===== config.mk =====
export PLATFORM = sky130hd
export DESIGN_NAME = load_guard_ctrl
export DESIGN_NICKNAME = d
export VERILOG_FILES = /design/src/rtl/lgc_pkg.sv /design/src/rtl/lgc_edge_sync.sv /design/src/rtl/lgc_oneshot.sv /design/src/rtl/lgc_mismatch_qual.sv /design/src/rtl/lgc_channel.sv /design/src/rtl/load_guard_ctrl.sv
export SDC_FILE = /design/constraint.sdc
export NUM_CORES = 1
export LEC_CHECK = 0
export BUFFER_PORTS_ARGS = -buffer_cell sky130_fd_sc_hd__buf_4
export CAP_MARGIN = 20
export CORE_ASPECT_RATIO = 1.25
export CORE_MARGIN = 2
export CORE_UTILIZATION = 45
export CTS_BUF_LIST = sky130_fd_sc_hd__clkbuf_4 sky130_fd_sc_hd__clkbuf_8
export CTS_CLUSTER_DIAMETER = 100
export CTS_CLUSTER_SIZE = 28
export DETAILED_ROUTE_END_ITERATION = 10
export MAX_ROUTING_LAYER = met4
export SLEW_MARGIN = 20
export SYNTH_ARGS = -nofsm -noshare
export SYNTH_HDL_FRONTEND = slang
export SYNTH_HIERARCHICAL = 1
export SYNTH_SLANG_ARGS = --single-unit

===== constraint.sdc =====
create_clock -name clk -period 2.3 [get_ports clk]
set_input_delay 0.46 -clock clk [delete_from_list [all_inputs] [get_ports clk]]
set_output_delay 0.46 -clock clk [all_outputs]
set_load 0.02 [all_outputs]

===== src/rtl/lgc_pkg.sv =====
package lgc_pkg;
  typedef struct packed {
    logic holdoff;
    logic backoff;
    logic mismatch;
  } ch_stat_t;
endpackage


===== src/rtl/lgc_edge_sync.sv =====
module lgc_edge_sync #(
  parameter int STAGES = 2
) (
  input  logic clk,
  input  logic rst,
  input  logic async_in,
  output logic rise
);
  logic [STAGES-1:0] sync_q;
  logic              prev_q;

  always_ff @(posedge clk) begin
    if (rst) begin
      sync_q <= '0;
      prev_q <= 1'b0;
    end else begin
      sync_q <= {sync_q[STAGES-2:0], async_in};
      prev_q <= sync_q[STAGES-1];
    end
  end

  assign rise = sync_q[STAGES-1] & ~prev_q;
endmodule


===== src/rtl/lgc_oneshot.sv =====
module lgc_oneshot #(
  parameter int LEN = 4
) (
  input  logic clk,
  input  logic rst,
  input  logic start,
  output logic active,
  output logic done
);
  localparam int CW = (LEN > 1) ? $clog2(LEN) : 1;

  logic [CW-1:0] cnt_q;
  logic          act_q;

  // Start requests are honoured only from idle: no retrigger.
  always_ff @(posedge clk) begin
    if (rst) begin
      act_q <= 1'b0;
      cnt_q <= '0;
    end else if (!act_q) begin
      if (start) begin
        act_q <= 1'b1;
        cnt_q <= CW'(LEN - 1);
      end
    end else if (cnt_q == '0) begin
      act_q <= 1'b0;
    end else begin
      cnt_q <= cnt_q - 1'b1;
    end
  end

  assign active = act_q;
  assign done   = act_q && (cnt_q == '0);
endmodule


===== src/rtl/lgc_mismatch_qual.sv =====
module lgc_mismatch_qual #(
  parameter int SETTLE = 3
) (
  input  logic clk,
  input  logic rst,
  input  logic drive,
  input  logic sense,
  output logic flag
);
  localparam int CW = $clog2(SETTLE + 1);

  logic [CW-1:0] cnt_q;
  logic          drive_q;
  logic          raw_mm;

  assign raw_mm = drive ^ sense;

  always_ff @(posedge clk) begin
    if (rst) begin
      cnt_q   <= '0;
      drive_q <= 1'b0;
    end else begin
      drive_q <= drive;
      if ((drive != drive_q) || !raw_mm) begin
        cnt_q <= '0;
      end else if (cnt_q != CW'(SETTLE)) begin
        cnt_q <= cnt_q + 1'b1;
      end
    end
  end

  assign flag = (cnt_q == CW'(SETTLE));
endmodule


===== src/rtl/lgc_channel.sv =====
module lgc_channel
  import lgc_pkg::*;
#(
  parameter int SYNC_STAGES = 2,
  parameter int HOLD_CYC    = 5,
  parameter int BACKOFF_CYC = 8,
  parameter int SETTLE_CYC  = 3
) (
  input  logic     clk,
  input  logic     rst,
  input  logic     en,
  input  logic     sense,
  input  logic     oc_in,
  output logic     drive,
  output ch_stat_t stat
);
  logic oc_rise;
  logic hold_act, hold_done;
  logic back_act, back_done;
  logic mm_flag;

  lgc_edge_sync #(.STAGES(SYNC_STAGES)) u_sync (
    .clk(clk), .rst(rst), .async_in(oc_in), .rise(oc_rise)
  );

  lgc_oneshot #(.LEN(HOLD_CYC)) u_hold (
    .clk(clk), .rst(rst), .start(oc_rise),
    .active(hold_act), .done(hold_done)
  );

  lgc_oneshot #(.LEN(BACKOFF_CYC)) u_back (
    .clk(clk), .rst(rst), .start(hold_done),
    .active(back_act), .done(back_done)
  );

  // Only the back-off window gates the switch; hold-off leaves it alone.
  assign drive = en & ~back_act;

  lgc_mismatch_qual #(.SETTLE(SETTLE_CYC)) u_mm (
    .clk(clk), .rst(rst), .drive(drive), .sense(sense), .flag(mm_flag)
  );

  always_comb begin
    stat          = '0;
    stat.holdoff  = hold_act;
    stat.backoff  = back_act;
    stat.mismatch = mm_flag;
  end

  logic unused_done;
  assign unused_done = back_done;
endmodule


===== src/rtl/load_guard_ctrl.sv =====
module load_guard_ctrl
  import lgc_pkg::*;
#(
  parameter int NUM_CH      = 4,
  parameter int SYNC_STAGES = 2,
  parameter int HOLD_CYC    = 5,
  parameter int BACKOFF_CYC = 8,
  parameter int SETTLE_CYC  = 3
) (
  input  logic              clk,
  input  logic              rst,
  input  logic [NUM_CH-1:0] en_cmd,
  input  logic [NUM_CH-1:0] out_sense,
  input  logic [NUM_CH-1:0] oc_raw,
  output logic [NUM_CH-1:0] gate_req,
  output logic [NUM_CH-1:0] oc_ok,
  output logic              fault_n
);
  ch_stat_t          stat [NUM_CH];
  logic [NUM_CH-1:0] hold_vec;
  logic [NUM_CH-1:0] back_vec;
  logic [NUM_CH-1:0] ch_fault;

  for (genvar i = 0; i < NUM_CH; i++) begin : g_ch
    lgc_channel #(
      .SYNC_STAGES(SYNC_STAGES),
      .HOLD_CYC(HOLD_CYC),
      .BACKOFF_CYC(BACKOFF_CYC),
      .SETTLE_CYC(SETTLE_CYC)
    ) u_ch (
      .clk(clk), .rst(rst),
      .en(en_cmd[i]), .sense(out_sense[i]), .oc_in(oc_raw[i]),
      .drive(gate_req[i]), .stat(stat[i])
    );
    assign hold_vec[i] = stat[i].holdoff;
    assign back_vec[i] = stat[i].backoff;
    assign oc_ok[i]    = ~(stat[i].holdoff | stat[i].backoff);
    assign ch_fault[i] = stat[i].mismatch | stat[i].holdoff | stat[i].backoff;
  end

  // Shared line: any faulted channel pulls it low.
  assign fault_n = ~(|ch_fault);
endmodule


==> results.txt <==
Fin Clk Skew: 9.36 ps
CTS Buf Count: 5
worst-path cell chain: nor4_1 -> and4_1 -> buf_4
max_slew headroom: 68.8%
Pre-antenna DRT Iters: 4
Compound-Gate Fraction of Synth Area: 13.8%
post-synthesis cell count: 271
Synth top area share: 42.9%
DR vias: 1830
post-synthesis sequential area ratio: 42.9%
P per Cell Area: 708 nW/um^2
CP required: 1840 ps
Hold WC Path Type: input pin to flip-flop
Vert. Die Dim: 89.2 um
adder-cell area share of the yosys netlist: 9.57%
Slowest cell on crit path: nor4_1
setup violators final: 0
GRT Residual Overflow: 0
worst hold slack: 359 ps
Net Count, Synth: 305
DR DRC count: 0
mux share of post-synthesis cell area: 1.53%
Fin. Hold Viols: 0
gr usage total: 14.9%
largest net degree at the start of global routing: 46
post-DR wirelength/cell: 11.8 um
clk root buf: clkbuf_8
share of cells above drive strength 1: 16.2%
Nets: 323
worst slew pin tran: 467 ps
outcome: complete, no violations
H-tree Lvls: 2
Core Region: 5700 um^2
Antenna Nets Post-Route: 0
startpoint types: flip-flop
Clock Power Share: 33.6%
Post-synth EDFFs: 0
starting DRC count in detailed routing: 66
sw power: 0.000508 W
largest family of logic cells by synthesized area: simple AND/OR/NAND/NOR gates
ANT cells: 0
IO Pins: 23
Worst Setup Path Type: flip-flop to output pin
Worst Setup End Kind: output pin
post-CTS setup buffer count: 0
HPWL Detailed: 2940 um
synthesized area: 2610 um^2
Clock Path Buffers: 2
vias per cell: 5.14
sequential power share: 51.9%
clock latency on the worst-skew pair: 300 ps
Commonest cells post-synth: 56 x dfxtp_1, 24 x a21oi_1, 20 x ha_1, 20 x inv_1
# hold bufs at CTS: 0
Final period util: 88.2%
first-pass GRT wire length: 7400 um
die area: 6440 um^2
area delta synth->final: 11.2%
CP arrival: 1570 ps
dominant cell by count in the synthesized netlist: dfxtp_1
Starting Density: 45.8%
ys async rst share: 0%
antenna violations before repair: 0
minimum clock period: 2030 ps
Leakage: 1.17 nW
Max-cap violations: 0
FF+latch count, synth: 56
FILL cells: 534
Final Wtd Congestion: 0.815
Sw Ratio: 24.7%
peak supply drop: 0.303 mV
Max Clock Freq: 0.493 GHz
drt total wl: 4200 um
num rows: 31
Gate power share: 14.5%
Post-Synth XOR/XNOR Area: 1.34%
post-CTS sizing: 0
ranking of synthesized cells by area: dfxtp_1 43%, ha_1 9.6%, a21oi_1 4.6%
Die X: 72.2 um
Synth Area in Simple Gates: 24.6%
most used flip-flop cell after synthesis: dfxtp_1
Sink Count: 56
CTS tree: built
clock-pin slew on the worst setup and hold paths: 90 ps
Max Slew Vio Count: 0
setup TNS: 0 ps
CP max FO: 9
Yosys top cell by area: dfxtp_1
Cell variety after synth: 29
vias in the first global route: 1683
RSZ-0062 raised after global routing: no
Pint: 0.00155 W
port bufs: 22
worst stage delay on the critical path: 430 ps
syn_area_per_cell: 9.64 um^2
Yosys warning total: 6
## worst paths after layout
kind / from / to / slack [ps] / cells past startpoint
min reg2reg: g_ch[2].u_ch/u_sync/sync_q[0] / g_ch[2].u_ch/u_sync/sync_q[1] / 450 / 1
max reg2reg: g_ch[0].u_ch/u_back/active / g_ch[0].u_ch/u_mm/cnt_q[1] / 930 / 3
min: oc_raw[0] / g_ch[0].u_ch/u_sync/sync_q[0] / 360 / 2
max: g_ch[0].u_ch/u_back/active / fault_n / 270 / 3
## sequential cells by signal (all words and copies together) (netlist names)
signal and flops:
g_ch.u_ch/u_mm/drive_q 4, g_ch.u_ch/u_back/active 4, g_ch.u_ch/u_mm/cnt_q 8, g_ch.u_ch/u_sync/sync_q 8, g_ch.u_ch/u_back/cnt_q 12, g_ch.u_ch/u_hold/cnt_q 12
g_ch.u_ch/u_sync/prev_q 4, g_ch.u_ch/u_hold/active 4
## worst max-delay path: cells and delay by family, from the launching register on
family        cells  cell delay [ps]
buf+inv           1              150
flops             1              420
simple gates      2              700
## cells in the final DEF (no fill, tap or decap), types with 2 or more instances in the layout
cell type	count
ha_1	20
nor2_1	12
buf_4	23
nand3b_1	4
or4bb_1	4
o21bai_1	4
nor2b_4	4
a31o_2	4
mux2i_1	4
clkbuf_8	7
nor2b_1	16
or4b_1	4
or3_1	4
a31o_1	4
nand2_1	16
a21oi_1	24
a21oi_2	4
nor4_1	2
o21ai_0	8
dfxtp_1	56
a31oi_1	4
nor3_1	4
inv_1	20
o32a_1	4
nand2b_1	12
and3b_1	8
nor2b_2	4
nand3_1	4
xor2_1	4
## power groups by stage
stage / Sequential (W) / Clock, W / Combinational, W
detailed placement: 0.00109 / 0 / 0.000301
global placement: 0.00109 / 0 / 0.000296
floorplan: 0.00108 / 0 / 0.000214
CTS: 0.00107 / 0.000719 / 0.000302
global route: 0.00108 / 0.000764 / 0.000340
finish: 0.00107 / 0.000691 / 0.000299
## final cells by class
cell class | instances | area, um^2 | area share, %
sequential | 56 | 1120 | 38.6
clock buffer | 7 | 96.3 | 3.32
clock inverter | 1 | 30.0 | 1.03
timing repair buffer | 23 | 173 | 5.94
tap | 66 | 82.6 | 2.84
inverter | 20 | 75.1 | 2.58
multi-input combinational | 183 | 1330 | 45.7
## metal layers
| layer | track usage, % | up-vias | routed length (um) |
|---|---|---|---|
| li1 | - | 970 | - |
| met1 | 18.5 | 837 | 2070 |
| met2 | 23.8 | 19 | 1930 |
| met3 | 3.38 | 4 | 141 |
| met4 | 5.66 | 0 | 60 |
| met5 | - | - | 0 |
## logic make-up after synthesis
| group | Yosys count |
|---|---|
| buffers and inverters | 32 |
| AOI/OAI and AO/OA | 56 |
| DFF | 56 |
| muxes | 4 |
| xor gates and xnor gates | 4 |
| and+or+nand+nor | 99 |
| adders and majority gates | 20 |
## metrics by stage
step / util [%] / total power (W) / instances / setup WS (ps) / area (um^2)
after floorplan: - / 0.00129 / 271 / 624 / 2610
after global placement: 48.7 / 0.00139 / 348 / 614 / 2780
after detailed placement: 48.7 / 0.00139 / 348 / 637 / 2780
after CTS: 51.0 / 0.00209 / 356 / 291 / 2910
after global routing: 51.0 / 0.00218 / 356 / 152 / 2910
final: 51.0 / 0.00206 / 356 / 270 / 2910
Note: power is estimated with default switching activity, not from simulation.
